## src/rtl/scmd_pkg.sv

```systemverilog
package scmd_pkg;
  localparam int WORD_W  = 16;
  localparam int BYTE_W  = 8;
  localparam int TYPE_W  = 2;
  localparam int DELAY_W = 6;

  typedef struct packed {
    logic [BYTE_W-1:0]  kchar;
    logic [TYPE_W-1:0]  ctype;
    logic [DELAY_W-1:0] delay;
  } sync_cmd_t;

  typedef logic [1:0] kflags_t;

  // control flag on the upper byte only
  localparam kflags_t CMD_KFLAGS = 2'b10;

  function automatic logic [WORD_W-1:0] pack_cmd(input sync_cmd_t c);
    return {c.kchar, c.ctype, c.delay};
  endfunction
endpackage

```

## src/rtl/scmd_pulse_sync.sv

```systemverilog
module scmd_pulse_sync #(
  parameter int STAGES = 2
) (
  input  logic clk,
  input  logic rst_n,
  input  logic async_in,
  output logic capture_o
);
  logic level;
  logic prev_q;

  generate
    if (STAGES == 0) begin : g_direct
      assign level = async_in;
    end else begin : g_chain
      logic [STAGES-1:0] chain_q;
      logic [STAGES-1:0] chain_d;

      always_comb begin
        chain_d = {chain_q[STAGES-2 >= 0 ? STAGES-2 : 0:0], async_in};
        if (STAGES == 1) chain_d[0] = async_in;
      end

      always_ff @(posedge clk or negedge rst_n) begin
        if (!rst_n) chain_q <= '0;
        else        chain_q <= chain_d;
      end

      assign level = chain_q[STAGES-1];
    end
  endgenerate

  always_ff @(posedge clk or negedge rst_n) begin
    if (!rst_n) prev_q <= 1'b0;
    else        prev_q <= level;
  end

  assign capture_o = level & ~prev_q;
endmodule

```

## src/rtl/scmd_arrival_track.sv

```systemverilog
module scmd_arrival_track
  import scmd_pkg::*;
#(
  parameter int          SLOTS    = 20,
  parameter int          BASE_LAT = 48,
  parameter logic [7:0]  K_CODE   = 8'h3C
) (
  input  logic                         clk,
  input  logic                         rst_n,
  input  logic                         capture_i,
  input  logic                         word_strobe_i,
  input  logic [$clog2(SLOTS)-1:0]     bit_cnt_i,
  input  logic [TYPE_W-1:0]            type_cfg_i,
  output logic                         pending_o,
  output sync_cmd_t                    cmd_o,
  output logic                         overrun_o
);
  localparam int CNT_W = $clog2(SLOTS);
  localparam logic [CNT_W-1:0]   LAST_V = CNT_W'(SLOTS - 1);
  localparam logic [DELAY_W-1:0] BASE_V = DELAY_W'(BASE_LAT);
  localparam logic [DELAY_W-1:0] FULL_V = DELAY_W'(SLOTS);

  logic              pending_q, pending_d;
  logic [CNT_W-1:0]  pos_q;
  logic [TYPE_W-1:0] type_q;
  logic              ovr_q, ovr_d;
  logic              load_en;
  logic [DELAY_W-1:0] elapsed;

  // next-state
  always_comb begin
    pending_d = pending_q;
    ovr_d     = 1'b0;
    load_en   = 1'b0;
    if (word_strobe_i && pending_q) pending_d = 1'b0;
    if (capture_i) begin
      if (pending_q) begin
        ovr_d = 1'b1;
      end else begin
        pending_d = 1'b1;
        load_en   = 1'b1;
      end
    end
  end

  // registers
  always_ff @(posedge clk or negedge rst_n) begin
    if (!rst_n) begin
      pending_q <= 1'b0;
      ovr_q     <= 1'b0;
    end else begin
      pending_q <= pending_d;
      ovr_q     <= ovr_d;
    end
  end

  always_ff @(posedge clk or negedge rst_n) begin
    if (!rst_n) begin
      pos_q  <= '0;
      type_q <= '0;
    end else if (load_en) begin
      pos_q  <= bit_cnt_i;
      type_q <= type_cfg_i;
    end
  end

  // slots from capture to the inserting strobe
  always_comb begin
    if (pos_q == LAST_V) elapsed = FULL_V;
    else                 elapsed = DELAY_W'(LAST_V - pos_q);
  end

  always_comb begin
    cmd_o.kchar = K_CODE;
    cmd_o.ctype = type_q;
    cmd_o.delay = BASE_V - elapsed;
  end

  assign pending_o = pending_q;
  assign overrun_o = ovr_q;
endmodule

```

## src/rtl/scmd_word_mux.sv

```systemverilog
module scmd_word_mux
  import scmd_pkg::*;
(
  input  logic              clk,
  input  logic              rst_n,
  input  logic              word_strobe_i,
  input  logic              pending_i,
  input  sync_cmd_t         cmd_i,
  input  logic [WORD_W-1:0] data_i,
  input  kflags_t           k_i,
  output logic [WORD_W-1:0] data_o,
  output kflags_t           k_o,
  output logic              drop_o
);
  logic [WORD_W-1:0] word_q, word_d;
  kflags_t           k_q, k_d;
  logic              drop_q, drop_d;

  always_comb begin
    if (pending_i) begin
      word_d = pack_cmd(cmd_i);
      k_d    = CMD_KFLAGS;
    end else begin
      word_d = data_i;
      k_d    = k_i;
    end
    drop_d = word_strobe_i & pending_i;
  end

  always_ff @(posedge clk or negedge rst_n) begin
    if (!rst_n) begin
      word_q <= '0;
      k_q    <= '0;
    end else if (word_strobe_i) begin
      word_q <= word_d;
      k_q    <= k_d;
    end
  end

  always_ff @(posedge clk or negedge rst_n) begin
    if (!rst_n) drop_q <= 1'b0;
    else        drop_q <= drop_d;
  end

  assign data_o = word_q;
  assign k_o    = k_q;
  assign drop_o = drop_q;
endmodule

```

## src/rtl/scmd_inserter.sv

```systemverilog
module scmd_inserter
  import scmd_pkg::*;
#(
  parameter int         SLOTS       = 20,
  parameter int         BASE_LAT    = 48,
  parameter int         SYNC_STAGES = 2,
  parameter logic [7:0] K_CODE      = 8'h3C
) (
  input  logic                      clk,
  input  logic                      rst_n,
  input  logic                      sync_in,
  input  logic [1:0]                type_cfg,
  input  logic [$clog2(SLOTS)-1:0]  bit_cnt,
  input  logic                      word_strobe,
  input  logic [15:0]               data_in,
  input  logic [1:0]                k_in,
  output logic [15:0]               data_out,
  output logic [1:0]                k_out,
  output logic                      drop_flag,
  output logic                      overrun_flag
);
  logic      rst_meta_q, rst_sync_q;
  logic      capture;
  logic      pending;
  sync_cmd_t cmd;

  // asynchronous assert, synchronous release
  always_ff @(posedge clk or negedge rst_n) begin
    if (!rst_n) begin
      rst_meta_q <= 1'b0;
      rst_sync_q <= 1'b0;
    end else begin
      rst_meta_q <= 1'b1;
      rst_sync_q <= rst_meta_q;
    end
  end

  scmd_pulse_sync #(.STAGES(SYNC_STAGES)) sync_i (
    .clk       (clk),
    .rst_n     (rst_sync_q),
    .async_in  (sync_in),
    .capture_o (capture)
  );

  scmd_arrival_track #(
    .SLOTS    (SLOTS),
    .BASE_LAT (BASE_LAT),
    .K_CODE   (K_CODE)
  ) track_i (
    .clk           (clk),
    .rst_n         (rst_sync_q),
    .capture_i     (capture),
    .word_strobe_i (word_strobe),
    .bit_cnt_i     (bit_cnt),
    .type_cfg_i    (type_cfg),
    .pending_o     (pending),
    .cmd_o         (cmd),
    .overrun_o     (overrun_flag)
  );

  scmd_word_mux mux_i (
    .clk           (clk),
    .rst_n         (rst_sync_q),
    .word_strobe_i (word_strobe),
    .pending_i     (pending),
    .cmd_i         (cmd),
    .data_i        (data_in),
    .k_i           (k_in),
    .data_o        (data_out),
    .k_o           (k_out),
    .drop_o        (drop_flag)
  );
endmodule

```

## config.mk

```make
export PLATFORM = sky130hd
export DESIGN_NAME = scmd_inserter
export DESIGN_NICKNAME = d
export VERILOG_FILES = /design/src/rtl/scmd_pkg.sv /design/src/rtl/scmd_pulse_sync.sv /design/src/rtl/scmd_arrival_track.sv /design/src/rtl/scmd_word_mux.sv /design/src/rtl/scmd_inserter.sv
export SDC_FILE = /design/constraint.sdc
export NUM_CORES = 1
export LEC_CHECK = 0
export ABC_CLOCK_PERIOD_IN_PS = 2000
export BUFFER_PORTS_ARGS = -buffer_cell sky130_fd_sc_hd__buf_2
export CAP_MARGIN = 10
export CELL_PAD_IN_SITES_DETAIL_PLACEMENT = 0
export CELL_PAD_IN_SITES_GLOBAL_PLACEMENT = 1
export CORE_ASPECT_RATIO = 1.4
export CORE_MARGIN = 10
export CORE_UTILIZATION = 40
export CTS_CLUSTER_SIZE = 14
export DETAILED_ROUTE_END_ITERATION = 10
export MAX_ROUTING_LAYER = met4
export PLACE_DENSITY_LB_ADDON = 0.1
export SLEW_MARGIN = 20
export SYNTH_ARGS = -nofsm -noshare
export SYNTH_HDL_FRONTEND = slang
export SYNTH_SLANG_ARGS = --single-unit
```

## constraint.sdc

```tcl
create_clock -name clk -period 2 [get_ports clk]
set_clock_uncertainty 0.2 [all_clocks]
set_input_delay 0.4 -clock clk [delete_from_list [all_inputs] [get_ports clk]]
set_output_delay 0.4 -clock clk [all_outputs]
set_load 0.02 [all_outputs]
```

Word-level counts from Yosys, hierarchy flattened --
Index checks and enable logic that the tools add are counted.
Operators by class: add/sub/neg operators 2, $mul 0, div/mod/pow operators 0, order comparisons 0, equal/unequal tests 1, shift-type cells 0, muxes and demuxes 10, bitwise operators 3, reductions and logical operators 1
Operator list (number):
- $mux 16 | 1
- $mux 1 | 7
- $mux 6 | 1
- $sub 5x5->6 const A | 1
- $sub 6x6->6 const A | 1
- $eq 5x5->1 const B | 1
- $and 1x1->1 | 2
- $mux 2 | 1
- $logic_and 1x1->1 | 1
- $not 1->1 | 1
Word-level totals: register bits after elaboration 33, bits in latches 0, RAM bits 0, memory bits (read-only) 0, memories 0

Longest topological paths before layout --
depth in word-level cells 4, mapped depth 7, gate-level depth less buffers 7

Hierarchy --
From an unflattened synthesis, not the netlist that was laid out.
Second synthesis, totals: cells, all modules 142, area total of the unflattened synthesis 1586.5 µm²
By module, submodules not included:
- scmd_word_mux | instances 1, cells each 80, area each 863.3 µm²
- scmd_arrival_track | instances 1, cells each 55, area each 580.6 µm²
- scmd_pulse_sync | instances 1, cells each 4, area each 88.8 µm²
- scmd_inserter | instances 1, cells each 3, area each 53.8 µm²

Worst setup path before layout --
Ideal clock, no wire load.
path type register to register, start point register track_i.pos_q[2], end point register mux_i.word_q[5] (netlist: mux_i.data_o[5]), arrival 1407 ps, data required time 1674 ps, setup slack 268 ps, stages on the path, launching flop included 7, path buffers 0, cell sequence dfrtp_1 > inv_1 > ha_1 > nand4bb_1 > a21o_1 > a32oi_1 > a21oi_1
On the way: longest elaborated chain between the ends 4, elaborated cells between the ends (all ways) 5, classes of those cells add/sub: 2; eq/ne: 1; mux: 2
Ends and longest elaborated chain:
- start: declaration | line scmd_arrival_track.sv:24 | logic [CNT_W-1:0] pos_q;
- start signal: assignment | line scmd_arrival_track.sv:62 | pos_q <= bit_cnt_i;
- $sub 5x5->6 or $eq 5x5->1 (tied branches) | line scmd_arrival_track.sv:70, scmd_arrival_track.sv:69
- $mux 6 * | line scmd_arrival_track.sv:69 | if (pos_q == LAST_V) elapsed = FULL_V;
- $sub 6x6->6 * | line scmd_arrival_track.sv:76 | cmd_o.delay = BASE_V - elapsed;
- $mux 16 * | line scmd_word_mux.sv:20 | if (pending_i) begin
- end signal: assignment | line scmd_word_mux.sv:35 | word_q <= word_d;
- end: declaration | line scmd_word_mux.sv:15 | logic [WORD_W-1:0] word_q, word_d;
Every way passes the cells marked *; elsewhere a longest branch is shown, timed or not. A chain may end at the register's enable or synchronous reset.

Final worst setup path --
Same ends and word-level chain as after synthesis.

==> flow_summary.json <==
{
  "outcome": "finished, final reports clean",
  "arrival_ns": 1.72,
  "htreeDepth": 2,
  "switching_share_pct": 29.8,
  "grt_usage_pct": 11.6,
  "holdWs_ns": 0.0300,
  "crit_type": "flip-flop to flip-flop",
  "vias_per_cell": 5.03,
  "synth.net_count": 147,
  "ioPinCount": 49,
  "dieArea_mm2": 0.00622,
  "reg2reg_slack_ns": 0.23,
  "r2r_cells": 6,
  "start_kind": "flip-flop",
  "synth.area.top_cells": "dfrtp_1 60%, mux2_2 4.1%, o22a_1 3.2%",
  "fin_crit_ns": 1.77,
  "async_flop_share_pct": 100,
  "hp-start": "sync_in",
  "fill_cells": 307,
  "p_clk_share_pct": 28.4,
  "pre_cts_slack_ns": 0.141,
  "grt_pass1_wl_um": 5490,
  "synth_top_area_share_pct": 60.0,
  "drt.antenna.violating_nets": 0,
  "syn_inst": 115,
  "ys.warnings.count": 0,
  "ys_ff_latch": 33,
  "synth.most_common_cell": "dfrtp_1",
  "remaining_drc_errors": 0,
  "r2r_start": "track_i.pos_q[2]",
  "synth.yosys.seq_area_share_pct": 60.0,
  "fin_crit_sh_pct": 88.6,
  "die_h_um": 89.4,
  "p_sw_uw": 519,
  "synthFlopType": "dfrtp_1",
  "antenna_cells": 0,
  "comb_power_share_pct": 24.8,
  "drv_cap": 0,
  "grt_max_degree": 32,
  "finalPower_uw": 1740,
  "whs_path_depth": 1,
  "clk_latency_ns": 0.28,
  "core_area_mm2": 0.00335,
  "placed_area_mm2": 0.00167,
  "ys_types": 28,
  "die_x_um": 69.6,
  "avgSynthCellArea_um2": 12.0,
  "internal_power_uw": 1220,
  "grt_antenna_before_repair": 0,
  "slew_violations": 0,
  "vdd_drop_max_mv": 0.583,
  "place_hpwl_um": 2500,
  "hold_class": "primary input to flip-flop",
  "numCtsBuffers": 5,
  "area_delta_synth_final_pct": 28.5,
  "setup_viol_count_final": 0,
  "end_kind": "flip-flop",
  "crit_required_ns": 1.95,
  "fmax_mhz": 564,
  "synth_common_cells": "33 x dfrtp_1, 9 x nor2_1, 8 x a21oi_1",
  "final_nets": 203,
  "vias": 1061,
  "clk_pin_slew_ns": 0.06,
  "clock_path_buffers": 2,
  "final_area_mm2": 0.00177,
  "cts_tree": "done",
  "power-per-cell-area_mw_per_mm2": 984,
  "grt.overflow.total": 0,
  "yosysTopAreaCell": "dfrtp_1",
  "setup_ws_ns": 0.227,
  "wire_per_inst_um": 15.4,
  "drtIter0Drc": 32,
  "rows": 25,
  "rsz0062_at_grt": "false",
  "dr.pass1.iters": 4,
  "place_congestion": 0.766,
  "syn_area_mm2": 0.00138,
  "worst_r2r_endpoint": "mux_i.data_o[5]",
  "hold_viol": 0,
  "seq_power_share_pct": 46.8,
  "cts_sinks": 33,
  "finalSetupTns_ns": 0,
  "grt_pass1_vias": 1127,
  "wl_um": 3260,
  "p_leak_uw": 0.000854,
  "drive_gt1_share_pct": 41.5,
  "min_to": "sync_i.g_chain.chain_q[0]",
  "io_buffers": 48,
  "synth_edf_count": 0,
  "start_util_pct": 41.1,
  "cts_root_buf": "clkbuf_8",
  "path_max_fanout": 3
}
-- logic make-up (layout without fill, tap and decap cells) --
logic type / count (synthesis) / count (layout) / share of synthesized area [%]
AO/OA/AOI/OAI: 31 / 31 / 15.3
adder cells (fa/ha/maj): 3 / 3 / 2.73
AND/OR/NAND/NOR: 28 / 28 / 11.1
multiplexers: 9 / 9 / 7.00
other: 1 / 1 / 0.272
buffers and inverters: 10 / 66 / 3.64
flip-flops: 33 / 33 / 60.0
-- layer usage --
layer | track usage, % | up-vias | routed length, µm
met5 | - | - | 0
met3 | 5.22 | 4 | 266
met1 | 12.0 | 504 | 1360
met2 | 18.1 | 39 | 1560
li1 | - | 514 | -
met4 | 7.16 | 0 | 74
-- per-stage QoR --
stage,cells,utilization (%)
5_1_grt,211,52.9
2_1_floorplan,115,-
3_5_place_dp,202,49.8
3_3_place_gp,202,49.8
6_report,211,52.9
4_1_cts,210,52.6
-- area by class of cell --
type / instances / area (µm²) / area share [%]
flip-flops and latches: 33 / 826 / 46.7
multi-input cells: 72 / 500 / 28.3
inverters: 5 / 18.8 / 1.06
repair buffers: 54 / 288 / 16.3
clock buffers: 7 / 86.3 / 4.88
well taps: 40 / 50.0 / 2.83
-- how the worst max path moves through the flow --
| stage | cells past startpoint | from | end |
|---|---|---|---|
| detailed placement | 6 | track_i.pos_q[2] | mux_i.data_o[5] |
| floorplan | 6 | track_i.pos_q[2] | mux_i.data_o[5] |
| global placement | 6 | track_i.pos_q[2] | mux_i.data_o[5] |
| CTS | 6 | track_i.pos_q[2] | mux_i.data_o[5] |
| global route | 6 | track_i.pos_q[2] | mux_i.data_o[5] |
| finish | 6 | track_i.pos_q[2] | mux_i.data_o[5] |
-- flip-flops by register name (all words and copies together), names as in the netlist --
register	flops
sync_i.g_chain.chain_q	2
track_i.pos_q	5
rst_meta_q	1
mux_i.k_o	2
track_i.overrun_o	1
mux_i.data_o	16
track_i.type_q	2
rst_sync_q	1
sync_i.prev_q	1
track_i.pending_o	1
mux_i.drop_o	1
-- power groups by stage --
| stage | Clock (µW) | Combinational, µW | Sequential [µW] |
|---|---|---|---|
| 2_1_floorplan | 0 | 213 | 894 |
| 3_3_place_gp | 0 | 416 | 826 |
| 3_5_place_dp | 0 | 427 | 833 |
| 4_1_cts | 513 | 430 | 821 |
| 5_1_grt | 537 | 485 | 829 |
| 6_report | 494 | 432 | 815 |
-- layout by cell type, fill, tap and decap left out, types with 2 or more instances in the layout --
master | synthesis | routed
buf_2 | 4 | 48
dfrtp_1 | 33 | 33
nor2_1 | 9 | 9
a21oi_1 | 8 | 8
nand2_1 | 7 | 7
o21ai_0 | 6 | 6
clkbuf_8 | 0 | 6
inv_1 | 5 | 5
nor2b_1 | 5 | 5
mux2_2 | 5 | 5
o22a_1 | 5 | 5
buf_4 | 0 | 5
a31o_2 | 4 | 4
mux2i_1 | 4 | 4
ha_1 | 3 | 3
nand3_1 | 2 | 2
a31oi_1 | 2 | 2
-- worst max-delay path, cell delays in order, from the launching register on --
cell       delay (ns)
dfrtp_1          0.34
inv_1            0.05
ha_1             0.31
nand4bb_1        0.25
a21o_1           0.22
a32oi_1          0.19
a21oi_1          0.09
-- timing repair --
| item | CTS | global route |
|---|---|---|
| gates resized for setup | 0 | 0 |
| endpoints found under the setup margin | 0 | 1 |
| hold endpoints to repair | 2 | 0 |
| hold buffers | 1 | 0 |
| setup buffers | 0 | 1 |
No activity file was read; power rests on OpenSTA's default activity.
